### config.mk
export PLATFORM = sky130hd
export DESIGN_NAME = serial_xfer_reg
export DESIGN_NICKNAME = d
export VERILOG_FILES = /design/src/rtl/sxr_pkg.sv /design/src/rtl/sxr_bit_index.sv /design/src/rtl/sxr_tx_path.sv /design/src/rtl/sxr_rx_path.sv /design/src/rtl/serial_xfer_reg.sv
export SDC_FILE = /design/constraint.sdc
export NUM_CORES = 1
export LEC_CHECK = 0
export ABC_AREA = 1
export ABC_CLOCK_PERIOD_IN_PS = 1900
export CORE_UTILIZATION = 39
export CTS_BUF_LIST = sky130_fd_sc_hd__clkbuf_16
export CTS_CLUSTER_SIZE = 14
export DETAILED_ROUTE_END_ITERATION = 10
export DONT_BUFFER_PORTS = 1
export GPL_ROUTABILITY_DRIVEN = 0
export GPL_TIMING_DRIVEN = 0
export HOLD_SLACK_MARGIN = 0.03
export PLACE_DENSITY_LB_ADDON = 0.3
export SYNTH_ARGS = -nofsm -noshare
export SYNTH_HDL_FRONTEND = slang
export SYNTH_SLANG_ARGS = --single-unit
### constraint.sdc
create_clock -name clk -period 1.9 [get_ports clk]
set_input_delay 0.095 -clock clk [delete_from_list [all_inputs] [get_ports clk]]
set_output_delay 0.095 -clock clk [all_outputs]
set_load 0.02 [all_outputs]
### src/rtl/sxr_pkg.sv
package sxr_pkg;
  localparam int unsigned WORD_W = 12;

  typedef enum logic [1:0] {
    MODE_IDLE = 2'd0,
    MODE_TX   = 2'd1,
    MODE_RX   = 2'd2,
    MODE_HOLD = 2'd3
  } xfer_mode_e;
endpackage

### src/rtl/sxr_bit_index.sv
module sxr_bit_index #(
  parameter int unsigned W  = 12,
  localparam int unsigned IW = (W > 1) ? $clog2(W) : 1
) (
  input  logic          clk,
  input  logic          rst,
  input  logic          adv,
  input  logic          clr,
  output logic [IW-1:0] idx,
  output logic          at_last
);
  logic [IW-1:0] idx_q;

  assign idx     = idx_q;
  assign at_last = (idx_q == IW'(W-1));

  always_ff @(posedge clk) begin
    if (rst || clr) begin
      idx_q <= '0;
    end else if (adv) begin
      idx_q <= at_last ? '0 : idx_q + 1'b1;
    end
  end
endmodule

### src/rtl/sxr_tx_path.sv
module sxr_tx_path #(
  parameter int unsigned W  = 12,
  localparam int unsigned IW = (W > 1) ? $clog2(W) : 1
) (
  input  logic          clk,
  input  logic          rst,
  input  logic          go,
  input  logic [IW-1:0] idx,
  input  logic [W-1:0]  word_in,
  output logic          ser_out,
  output logic          ser_oe
);
  always_ff @(posedge clk) begin
    if (rst) begin
      ser_out <= 1'b0;
      ser_oe  <= 1'b0;
    end else begin
      ser_oe <= go;
      if (go) ser_out <= word_in[idx];
    end
  end
endmodule

### src/rtl/sxr_rx_path.sv
module sxr_rx_path #(
  parameter int unsigned W  = 12,
  localparam int unsigned IW = (W > 1) ? $clog2(W) : 1
) (
  input  logic          clk,
  input  logic          rst,
  input  logic          go,
  input  logic          last,
  input  logic [IW-1:0] idx,
  input  logic          ser_in,
  output logic [W-1:0]  word_out
);
  logic [W-1:0] acc_q;
  logic [W-1:0] acc_nxt;

  always_comb begin
    acc_nxt      = acc_q;
    acc_nxt[idx] = ser_in;
  end

  always_ff @(posedge clk) begin
    if (rst) begin
      acc_q    <= '0;
      word_out <= '0;
    end else if (go) begin
      acc_q <= acc_nxt;
      if (last) word_out <= acc_nxt;
    end
  end
endmodule

### src/rtl/serial_xfer_reg.sv
module serial_xfer_reg
  import sxr_pkg::*;
#(
  parameter int unsigned W  = WORD_W,
  localparam int unsigned IW = (W > 1) ? $clog2(W) : 1
) (
  input  logic         clk,
  input  logic         rst,
  input  logic         tx_mode,
  input  logic         rx_mode,
  input  logic [W-1:0] word_in,
  output logic [W-1:0] word_out,
  input  logic         ser_in,
  output logic         ser_out,
  output logic         ser_oe,
  output logic         tx_done,
  output logic         rx_done
);
  xfer_mode_e    mode;
  logic          tx_go;
  logic          rx_go;
  logic [IW-1:0] idx;
  logic          at_last;

  // Mode pins are examined first, the completion flags second.
  always_comb begin
    unique case ({tx_mode, rx_mode})
      2'b10:   mode = tx_done ? MODE_HOLD : MODE_TX;
      2'b01:   mode = rx_done ? MODE_HOLD : MODE_RX;
      2'b00:   mode = MODE_IDLE;
      default: mode = MODE_HOLD;
    endcase
  end

  assign tx_go = (mode == MODE_TX);
  assign rx_go = (mode == MODE_RX);

  sxr_bit_index #(.W(W)) u_index (
    .clk     (clk),
    .rst     (rst),
    .adv     (tx_go | rx_go),
    .clr     (mode == MODE_IDLE),
    .idx     (idx),
    .at_last (at_last)
  );

  sxr_tx_path #(.W(W)) u_tx (
    .clk     (clk),
    .rst     (rst),
    .go      (tx_go),
    .idx     (idx),
    .word_in (word_in),
    .ser_out (ser_out),
    .ser_oe  (ser_oe)
  );

  sxr_rx_path #(.W(W)) u_rx (
    .clk      (clk),
    .rst      (rst),
    .go       (rx_go),
    .last     (at_last),
    .idx      (idx),
    .ser_in   (ser_in),
    .word_out (word_out)
  );

  always_ff @(posedge clk) begin
    if (rst) begin
      tx_done <= 1'b0;
      rx_done <= 1'b0;
    end else begin
      tx_done <= tx_go & at_last;
      rx_done <= rx_go & at_last;
    end
  end
endmodule

---- Yosys cells after proc, flatten, opt, wreduce, memory -nomap -nowiden ----
Index checks and enable logic that the tools add are counted.
storage, ports and cells
  flip-flop bits (word level) ............. 32
  output and inout port bits .............. 16
  word-level logic and storage cells ...... 32
operators by class
  $add $sub $neg .......................... 1
  order comparisons ....................... 2
  equality and inequality tests ........... 5
  mux-type cells .......................... 9
  bitwise operators ....................... 3
  reduce and logical (&&, ||, !) cells .... 5
operator list
  cell                                                  number
  bitwise mux 12 bit                                    1
  one-hot mux 2 bit (3 select lines)                    1
  < comparator 4 x 5 -> 1 bit (second input constant)   1
  adder 4 x 1 -> 4 bit (second input constant)          1
  binary-select mux 1 bit (select 4 bit)                1
  demux 1 bit (select 4 bit)                            1
  equality test 2 x 1 -> 1 bit (second input constant)  2
  equality test 2 bit (second input constant)           2
  equality test 4 bit (second input constant)           1
  >= comparator 4 x 1 -> 1 bit (second input constant)  1
  zero test 2 bit                                       2
  two-way mux 4 bit                                     1
  two-way mux 1 bit                                     3
  bitwise AND 1 bit                                     2
  two-way mux 2 bit                                     1
  AND reduction 2 bit                                   1
  logical AND 1 bit                                     1
  logical OR 1 bit                                      1
  bitwise OR 1 bit                                      1

---- Depth between registers and ports, before layout ----
Gate-level depths: netlist (run 1).
  depth after elaboration ................. 5
  gate-level depth with buffers ........... 9
  depth with buffers taken out ............ 8

---- Modules after synthesis ----
From an unflattened synthesis (run 1), not the netlist that was laid out.
second synthesis, totals
  cells, all modules ...................... 291
  area total of the unflattened synthesis .. 1769.2 µm²
by module, submodules not included
  module           times used  cells an instance  area an instance (µm²)
  sxr_rx_path      1           202                1223.7
  sxr_tx_path      1           46                 236.5
  sxr_bit_index    1           27                 193.9
  serial_xfer_reg  1           16                 115.1

---- Worst setup path before layout (run 1) ----
Ideal clock, no wire load.
  path type ............................... register -> register
  start point ............................. reg rx_done
  end point ............................... reg u_index.idx_q[3], in the netlist u_index.idx[3]
  library setup time ...................... 0.121 ns
  arrival time ............................ 1.420 ns
  slack ................................... 0.359 ns
  cell stages (with the launch flop) ...... 8
  clock period less this slack ............ 1.541 ns
  cells stage by stage .................... dfxtp_1 a21oi_1 inv_1 ha_1 nor2_1 nand3_1 xor2_1 nor2_1
between the ends
  longest elaborated chain between the ends .. 4
  elaborated cells between the ends (all ways) .. 7
  those cells by class .................... 2 x eq/ne; 2 x mux; 1 x bitwise; 2 x reduce/logical
ends and longest elaborated chain
  what                                                         line                                        text
  start, declared                                              serial_xfer_reg.sv:17                       output logic rx_done
  start signal, assigned                                       serial_xfer_reg.sv:73                       rx_done <= rx_go & at_last;
  two-way mux 1 bit *                                          serial_xfer_reg.sv:29                       2'b01: mode = rx_done ? MODE_HOLD : MODE_RX;
  one-hot mux 2 bit (3 select lines) *                         serial_xfer_reg.sv:27                       unique case ({tx_mode, rx_mode})
  equality test 2 x 1 -> 1 bit, or another cell as far along   serial_xfer_reg.sv:35                       assign tx_go = (mode == MODE_TX);
  bitwise OR 1 bit / logical OR 1 bit (equally long branches)  serial_xfer_reg.sv:41, sxr_bit_index.sv:18
  end signal, assigned                                         sxr_bit_index.sv:21                         idx_q <= at_last ? '0 : idx_q + 1'b1;
  end, declared                                                sxr_bit_index.sv:12                         logic [IW-1:0] idx_q;
Mark *: on every way between the ends. The rest lies on a longest branch, timed or not.
A chain may end at the register's enable or synchronous reset.

---- Final worst setup path (run 1) ----
  start point ............................. reg rx_done
  end point ............................... reg u_rx.word_out[9]
between the ends
  longest elaborated chain between the ends .. 4
ends and longest elaborated chain
  what                                  line                   text
  two-way mux 1 bit                     serial_xfer_reg.sv:29
  one-hot mux 2 bit (3 select lines)    serial_xfer_reg.sv:27
  equality test 2 bit                   serial_xfer_reg.sv:36  assign rx_go = (mode == MODE_RX);
  AND reduction 2 bit (no source line)  --
  end signal, assigned                  sxr_rx_path.sv:27      if (last) word_out <= acc_nxt;
  end, declared                         sxr_rx_path.sv:11      output logic [W-1:0] word_out
No other way between the ends.

==> results of run 1 <==
[power by group]
group | switching [mW] | internal (mW) | leakage (nW)
registers | 0.0179 | 0.673 | 0.252
logic | 0.102 | 0.0561 | 0.546
clock network | 0.269 | 0.470 | 0.0701
total | 0.389 | 1.20 | 0.869
[worst max-delay path: cells and delay by family (launching register included)]
kind | cells | cell delay [ns]
flops | 1 | 0.37
simple gates | 4 | 0.50
compound gates | 1 | 0.28
fa+ha+maj | 1 | 0.31
buf+inv | 1 | 0.20
[worst max-delay path by stage]
stage / end / cells after the start / from
detailed placement: u_rx.word_out[9] / 7 / tx_done
global route: u_rx.word_out[6] / 7 / rx_done
floorplan: u_index.idx[3] / 7 / rx_done
global placement: u_rx.word_out[7] / 7 / tx_done
finish: u_rx.word_out[9] / 7 / rx_done
CTS: u_rx.word_out[9] / 7 / tx_done
[cell type report]
| type | instances | area (µm²) |
|---|---|---|
| repair buffers | 1 | 10.0 |
| fillers | 416 | 1990 |
| flip-flops and latches | 31 | 621 |
| multi-input cells | 161 | 777 |
| inverters | 31 | 116 |
| clock buffers | 5 | 125 |
| clock inverters | 3 | 11.3 |
| plain buffers | 7 | 37.5 |
| well taps | 48 | 60.1 |
[per-layer routing]
layer	track usage, %	up-vias	wire length (µm)
li1	-	726	-
met1	21.9	618	1680
met4	7.61	0	59
met3	7.04	7	151
met5	0	-	0
met2	30.2	26	1500
[synth_stat cells, drive strengths merged]
master / number
clkbuf: 4
buf: 4
clkinv: 1
inv: 30
ha: 8
o21ai: 27
xor2: 1
nor2: 34
nand3: 21
nor3: 1
dfxtp: 31
nand2: 65
a21oi: 4
[flip-flops by register name, summed over array words and instances, names as in the netlist]
name,flops
u_tx.ser_oe,1
u_index.idx,4
u_rx.acc_q,11
u_tx.ser_out,1
u_rx.word_out,12
tx_done,1
rx_done,1
[through the flow]
step | instance area [µm²] | setup WS [ns] | utilization, %
after floorplan | 1550 | 0.359 | -
after global placement | 1610 | 0.0440 | 43.0
after detailed placement | 1610 | 0.0511 | 43.0
after CTS | 1760 | 0.0384 | 46.9
after global routing | 1760 | 0.00142 | 47.0
final | 1760 | 0.183 | 47.0
[repair_timing]
item | in CTS | in global routing
setup endpoints to repair | 0 | 17
gates resized for setup | 0 | 3
hold endpoints to repair | 7 | 0
hold buffers | 1 | 0
[logic make-up (layout without fill, tap and decap cells)]
family,after synthesis,in the layout
buffers and inverters,39,47
AND/OR/NAND/NOR,121,121
adder cells (fa/ha/maj),8,8
XOR/XNOR,1,1
flip-flops,31,31
AO/OA/AOI/OAI,31,31
==> results.toml, run 1 <==
[run_status]
run_status = "completed"

[finish]
num_antenna_cells = 0
layoutNonFillerInstCount = 287
design.final.nets = 263
layout-drive-gt1-share_pct = 6.28
area_growth_pct = 13.4
layout.cells.most_common_list = "65 x sky130_fd_sc_hd__nand2_1, 32 x sky130_fd_sc_hd__nor2_1, 31 x sky130_fd_sc_hd__dfxtp_1"
layout_commonest_cell = "sky130_fd_sc_hd__nand2_1"

[synthesis]
yosys_warnings = 0
main_combinational_cell_family_by_area_after_synthesis = "simple AND/OR/NAND/NOR gates"
synthesis.instances = 231
yosys-mux-area-fraction_pct = 0
syn-mean-instance-area_um2 = 6.71
synthSimpleGateAreaFrac_pct = 32.8
post-synth-top-area-fraction_pct = 40.0
fraction_of_the_mapped_netlist_area_in_compound_gates_pct = 10.0
synth_area_leaders = "sky130_fd_sc_hd__dfxtp_1 40%, sky130_fd_sc_hd__nand2_1 16%, sky130_fd_sc_hd__o21ai_0 8.7%"
synthesis.area_mm2 = 0.00155
synth-seq-area-share_pct = 40.0
post_synth_fa_ha_maj_area_fraction_pct = 6.46
synth-xor-area-share_pct = 0.565
ys_seq_elements = 31
synth_top_area_cell = "sky130_fd_sc_hd__dfxtp_1"
synthDistinctLibCells = 17
synth_nets = 256

[sta]
rsz_0062_raised_after_global_routing = "no"
final_max_slew_viol_count = 0
fin_clk_skew_ns = 0.00430
worst-slew-pin-transition_ns = 0.575
hold_ws_ns = 0.0544
fmax_mhz = 582
total_negative_slack_for_setup_checks_ns = 0
hold_violation_total_from_the_final_report = 0
period_share_pct = 90.4
slew_headroom_pct = 61.6
period_minus_slack_ns = 1.72
setup-violations-final = 0

[clocking]
cts_sinks = 31
clock_latency_ns = 0.28
tritoncts = "yes"
number_of_h_tree_levels = 2
post_cts_buffers = 0
clk_pin_slew_ns = 0.05
cts-root-buf = "sky130_fd_sc_hd__clkbuf_16"
numCtsBuffers = 5
clock_path_buffers = 2

[hold_path]
endpoint_worst_hold = "u_tx.ser_out"
worstHoldStart = "rst"
hold-path-cell-count = 3
worstHoldPathType = "input pin to flop"

[placed_design]
post-place-cells = 279
buffer_ports.inserted = 0
place.detailed.hpwl_um = 2340

[route]
post_drt_wl_per_cell_um = 11.8
routed_wl_um = 3390
dr.first_iter.drc_count = 74
total_vias_in_the_final_route = 1377
antenna_violating_nets_left = 0
avgViaCountPerCell = 4.80
drc = 0
firstDrtPassIters = 4

[setup_path]
r2r-end = "u_rx.word_out[9]"
timing.critical_path.mode_cell = "sky130_fd_sc_hd__nand2_1"
path_cells = "a21oi_1 -> ha_1 -> nand3_4 -> nor2_4 -> buf_4 -> nand2_1 -> nand2_1"
slowest_stage = "sky130_fd_sc_hd__dfxtp_1"
worstRegToRegCells = 7
critical_path_max_stage_delay_ns = 0.37
cp_data_arrival_time_ns = 1.94
worst-endpoint-required_ns = 2.12
critical_path_class = "flop to flop"
endpoint_kind = "flop"
regToRegStartpoint = "rx_done"
timing.critical_path.from_type = "flop"
timing.critical_path.fanout_max = 13
reg2reg_setup_slack_ns = 0.18

[power]
power_density_mw_per_mm2 = 903
leakagePower_nw = 0.869
totalPowerFinal_mw = 1.59
vdd.ir_drop.worst_v = 0.000329

[global_route]
first_global_vias = 1337
initial_antenna_violation_count = 0
grt_overflow_total = 0
grt_max_degree = 11
first_pass_grt_wire_length_um = 5890
groute.usage.overall_pct = 18.6

[floorplanning]
number_of_i_o_pins = 33
design.die.area_mm2 = 0.00423
initial_core_util_pct = 41.4
chipHeight_um = 65.0
design.core.area_mm2 = 0.00374
core.rowCount = 22
dieWidth_um = 65.0

[job]
timing.max_cap.violations = 0
No activity file was read; power rests on OpenSTA's default activity.
==> run 2: changes to the inputs <==
--- a/config.mk
+++ b/config.mk
@@ -15,7 +15,7 @@
 export GPL_ROUTABILITY_DRIVEN = 0
 export GPL_TIMING_DRIVEN = 0
 export HOLD_SLACK_MARGIN = 0.03
-export PLACE_DENSITY_LB_ADDON = 0.3
+export PLACE_DENSITY = 0.57
 export SYNTH_ARGS = -nofsm -noshare
 export SYNTH_HDL_FRONTEND = slang
 export SYNTH_SLANG_ARGS = --single-unit
==> results.toml, run 2 (synthesis gave the netlist of run 1 again) <==
[run_status]
run_status = "completed"

[sta]
fmax_mhz = 582
hold_violation_total_from_the_final_report = 0
rsz_0062_raised_after_global_routing = "no"
hold_ws_ns = 0.0564
worst-slew-pin-transition_ns = 0.512
final_max_slew_viol_count = 0
period_minus_slack_ns = 1.72
period_share_pct = 90.5
slew_headroom_pct = 65.9
total_negative_slack_for_setup_checks_ns = 0
setup-violations-final = 0
fin_clk_skew_ns = 0.00346

[setup_path]
cp_data_arrival_time_ns = 1.93
endpoint_kind = "flop"
critPathTopFamily = "simple AND/OR/NAND/NOR gates"
slowest_stage = "sky130_fd_sc_hd__dfxtp_1"
worst-endpoint-required_ns = 2.11
timing.critical_path.fanout_max = 13
critical_path_max_stage_delay_ns = 0.37
worst-path-buf-inv = 1
path_cells = "a21oi_1 -> ha_2 -> nand3_4 -> nor2_4 -> buf_4 -> nand2_1 -> nand2_1"
critical_path_class = "flop to flop"
timing.critical_path.mode_cell = "sky130_fd_sc_hd__nand2_1"
timing.critical_path.from_type = "flop"

[hold_path]
worstHoldPathType = "input pin to flop"

[finish]
postLayoutCellArea_mm2 = 0.00176
area_growth_pct = 13.6
layout-drive-gt1-share_pct = 7.11
register_ranked_first_by_flip_flop_count = "u_rx.word_out"
layout.cells.most_common_list = "65 x sky130_fd_sc_hd__nand2_1, 32 x sky130_fd_sc_hd__nor2_1, 31 x sky130_fd_sc_hd__inv_1, 31 x sky130_fd_sc_hd__dfxtp_1, 27 x sky130_fd_sc_hd__o21ai_0"
largest_register_ffs = 12
layout_commonest_cell = "sky130_fd_sc_hd__nand2_1"
num_antenna_cells = 0
design.final.nets = 263

[global_route]
initial_antenna_violation_count = 0
grt_overflow_total = 0
first_global_vias = 1341
groute.usage.overall_pct = 18.5
first_pass_grt_wire_length_um = 5910
grt_max_degree = 14

[clocking]
clk_pin_slew_ns = 0.05
cts_sinks = 31
numCtsBuffers = 5
post_cts_buffers = 0
tritoncts = "yes"
cts-root-buf = "sky130_fd_sc_hd__clkbuf_16"
number_of_h_tree_levels = 2
clock_latency_ns = 0.27
clock_path_buffers = 2

[route]
routed_wl_um = 3400
drc = 0
dr.first_iter.drc_count = 55
firstDrtPassIters = 4
total_vias_in_the_final_route = 1354
antenna_violating_nets_left = 0
avgViaCountPerCell = 4.72
post_drt_wl_per_cell_um = 11.8

[floorplanning]
core.rowCount = 22
design.core.area_mm2 = 0.00374
design.die.area_mm2 = 0.00423
chipHeight_um = 65.0
initial_core_util_pct = 41.4
dieWidth_um = 65.0
number_of_i_o_pins = 33

[power]
power_density_mw_per_mm2 = 896
vdd.ir_drop.worst_v = 0.000581
leakagePower_nw = 0.873

[job]
timing.max_cap.violations = 0

[placed_design]
post_dp_cell_area_mm2 = 0.00161
buffer_ports.inserted = 0
place.detailed.hpwl_um = 2400
run 2: cell types whose count changed in the layout (fill, tap and decap cells not counted), sizes merged:
| cell | change |
|---|---|
| clkinv | -1 |
| inv | +1 |
run 2: tightest hold or removal path: cells and delay by family:
family / cells / cell delay (ns)
AND/OR/NAND/NOR: 1 / 0.04
buffers and inverters: 1 / 0.06
AO/OA/AOI/OAI: 1 / 0.08
run 2: path summary, 6_finish.rpt:
| check | startpoint | to | slack [ns] | cells past startpoint |
|---|---|---|---|---|
| max | rx_done | u_rx.word_out[6] | 0.18 | 7 |
| min | rst | u_tx.ser_out | 0.06 | 3 |
| min reg2reg | u_index.idx[2] | u_index.idx[2] | 0.55 | 2 |
| max reg2reg | rx_done | u_rx.word_out[6] | 0.18 | 7 |
run 2: what timing repair did:
| item | in CTS | in global routing |
|---|---|---|
| hold endpoints to repair | 6 | 0 |
| gates resized for setup | 0 | 4 |
| hold buffers | 1 | 0 |
| endpoints found under the setup margin | 1 | 16 |
run 2: per-layer routing:
layer  GRT usage, %  wire length (µm)  up-vias
met5              0                 0        -
met4           6.52                44        0
met3           4.75               120        8
met2           30.3              1500       27
met1           23.3              1740      593
li1               -                 -      726
run 2: per-stage QoR:
stage               setup slack [ns]  util [%]  power, mW  instances
floorplan                      0.359         -      0.823        231
global placement              0.0565      43.0      0.858        279
detailed placement            0.0116      43.0      0.859        279
CTS                           0.0936      46.9       1.60        287
global route                  0.0198      47.1       1.66        287
finish                         0.181      47.1       1.58        287
run 2: power by group:
part	internal, mW	switching (mW)	total [mW]
Sequential	0.674	0.0178	0.691
Combinational	0.0562	0.102	0.158
Clock	0.471	0.258	0.730
run 2: cell type report:
type,instances,area [µm²]
Timing Repair Buffer,1,10.0
Clock inverter,3,12.5
Inverter,31,116
Buffer,7,37.5
Sequential cell,31,621
Tap cell,48,60.1
Clock buffer,5,125
Fill cell,399,1980
Multi-Input combinational cell,161,779
==> run 3: changes to the inputs <==
--- a/config.mk
+++ b/config.mk
@@ -16,6 +16,8 @@
 export GPL_TIMING_DRIVEN = 0
 export HOLD_SLACK_MARGIN = 0.03
 export PLACE_DENSITY = 0.57
+export REMOVE_ABC_BUFFERS = 1
+export SLEW_MARGIN = 20
 export SYNTH_ARGS = -nofsm -noshare
 export SYNTH_HDL_FRONTEND = slang
 export SYNTH_SLANG_ARGS = --single-unit
==> results.toml, run 3 (synthesis gave the netlist of run 1 again) <==
[sta]
period_minus_slack_ns = 1.71
rsz_0062_raised_after_global_routing = "no"
worst-slew-pin-transition_ns = 0.730
hold_violation_total_from_the_final_report = 0
total_negative_slack_for_setup_checks_ns = 0
setup-violations-final = 0
final_max_slew_viol_count = 0
fin_clk_skew_ns = 0.00354
fmax_mhz = 583
period_share_pct = 90.3
hold_ws_ns = 0.187
slew_headroom_pct = 51.2

[clocking]
cts-root-buf = "sky130_fd_sc_hd__clkbuf_16"
clock_path_buffers = 2
cts_sinks = 31
tritoncts = "yes"
clk_pin_slew_ns = 0.05
clock_latency_ns = 0.27
number_of_h_tree_levels = 2
numCtsBuffers = 5

[finish]
largest_register_ffs = 12
layout.cells.most_common_list = "65 x sky130_fd_sc_hd__nand2_1, 32 x sky130_fd_sc_hd__nor2_1, 30 x sky130_fd_sc_hd__inv_1, 30 x sky130_fd_sc_hd__dfxtp_1, 27 x sky130_fd_sc_hd__o21ai_0"
register_ranked_first_by_flip_flop_count = "u_rx.word_out"
area_growth_pct = 13.3
layout-drive-gt1-share_pct = 6.41
design.final.nets = 258
num_antenna_cells = 0
postLayoutCellArea_mm2 = 0.00176
layout_commonest_cell = "sky130_fd_sc_hd__nand2_1"
layout.core_utilization_pct = 46.9

[floorplanning]
design.die.area_mm2 = 0.00423
core.rowCount = 22
number_of_i_o_pins = 33
design.core.area_mm2 = 0.00374
chipHeight_um = 65.0
dieWidth_um = 65.0
initial_core_util_pct = 41.4

[global_route]
first_global_vias = 1349
grt_overflow_total = 0
initial_antenna_violation_count = 0
grt_max_degree = 15
groute.usage.overall_pct = 18.4
first_pass_grt_wire_length_um = 5840

[route]
dr.first_iter.drc_count = 77
total_vias_in_the_final_route = 1338
post_drt_wl_per_cell_um = 12.0
drc = 0
avgViaCountPerCell = 4.74
routed_wl_um = 3390
firstDrtPassIters = 4
antenna_violating_nets_left = 0

[power]
switching_power_uw = 384
combinationalPowerShare_pct = 9.5
share_clk_of_total_power_pct = 46.4
switching_power_share_of_the_total_pct = 24.3
internal-power_mw = 1.20
vdd.ir_drop.worst_v = 0.000462
totalPowerFinal_mw = 1.58
power_density_mw_per_mm2 = 900
leakagePower_nw = 0.852
power.sequential.fraction_pct = 44.0

[setup_path]
critPathTopFamily = "simple AND/OR/NAND/NOR gates"
worst-endpoint-required_ns = 2.10
critical_path_max_stage_delay_ns = 0.44
slowest_stage = "sky130_fd_sc_hd__dfxtp_1"
r2r-end = "u_rx.word_out[11]"
critical_path_class = "flop to flop"
timing.critical_path.mode_cell = "sky130_fd_sc_hd__inv_1"
timing.critical_path.fanout_max = 14
path_cells = "a21oi_1 -> inv_1 -> ha_4 -> nand3_4 -> nor2_4 -> inv_1 -> o21ai_0"
worst-path-buf-inv = 2
reg2reg_setup_slack_ns = 0.19
regToRegStartpoint = "tx_done"
worstRegToRegCells = 7
cp_data_arrival_time_ns = 1.91
timing.critical_path.from_type = "flop"
endpoint_kind = "flop"

[hold_path]
worstHoldStart = "ser_in"
hold-path-cell-count = 2
endpoint_worst_hold = "u_rx.word_out[11]"
worstHoldPathType = "input pin to flop"

[placed_design]
post_dp_cell_area_mm2 = 0.00157
place.detailed.hpwl_um = 2240
buffer_ports.inserted = 0

[job]
timing.max_cap.violations = 0

[run_status]
run_status = "completed"
## run 3: changes by cell type in the layout (fill, tap and decap cells not counted), sizes merged
cell	before	now
nor2	34	35
clkinvlp	0	1
clkbuf	8	5
inv	32	31
buf	4	1
## run 3: worst max-delay path by stage
stage	startpoint	to	slack, ns	depth (start not counted)
after floorplan	rx_done	u_rx.word_out[11]	0.22	6
after global placement	rx_done	u_rx.word_out[11]	-0.21	6
after detailed placement	rx_done	u_rx.word_out[11]	-0.24	6
after CTS	rx_done	u_rx.word_out[11]	0.01	6
after global routing	tx_done	u_rx.word_out[11]	0.02	7
final	tx_done	u_rx.word_out[11]	0.19	7
## run 3: what timing repair did
item,CTS,global route
hold endpoints to repair,15,0
setup endpoints to repair,24,19
resized for setup,2,4
setup buffers,0,1
cloned,0,1
hold buffers,1,0
## run 3: cell type report
cell class,count,area [µm²]
Multi-Input combinational cell,162,801
Fill cell,406,1990
Sequential cell,31,622
Tap cell,48,60.1
Clock buffer,5,125
Timing Repair Buffer,2,17.5
Inverter,31,120
Clock inverter,3,11.3
## run 3: per-stage QoR
stage	instances	setup slack (ns)
6_report	282	0.185
5_1_grt	282	0.0197
4_1_cts	280	0.0102
3_5_place_dp	271	-0.239
3_3_place_gp	271	-0.205
2_1_floorplan	223	0.216
## run 3: power groups by stage
stage | Combinational (mW) | Clock (mW) | Sequential, mW
2_1_floorplan | 0.112 | 0 | 0.703
3_3_place_gp | 0.138 | 0 | 0.708
3_5_place_dp | 0.139 | 0 | 0.708
4_1_cts | 0.150 | 0.756 | 0.695
5_1_grt | 0.180 | 0.785 | 0.699
6_report | 0.151 | 0.734 | 0.696
## run 3: layer usage
| layer | vias to the layer above | routed length (µm) | global-route usage [%] |
|---|---|---|---|
| li1 | 719 | - | - |
| met1 | 588 | 1730 | 22.7 |
| met2 | 27 | 1500 | 29.7 |
| met3 | 4 | 121 | 6.51 |
| met4 | 0 | 42 | 5.71 |
| met5 | - | 0 | 0 |
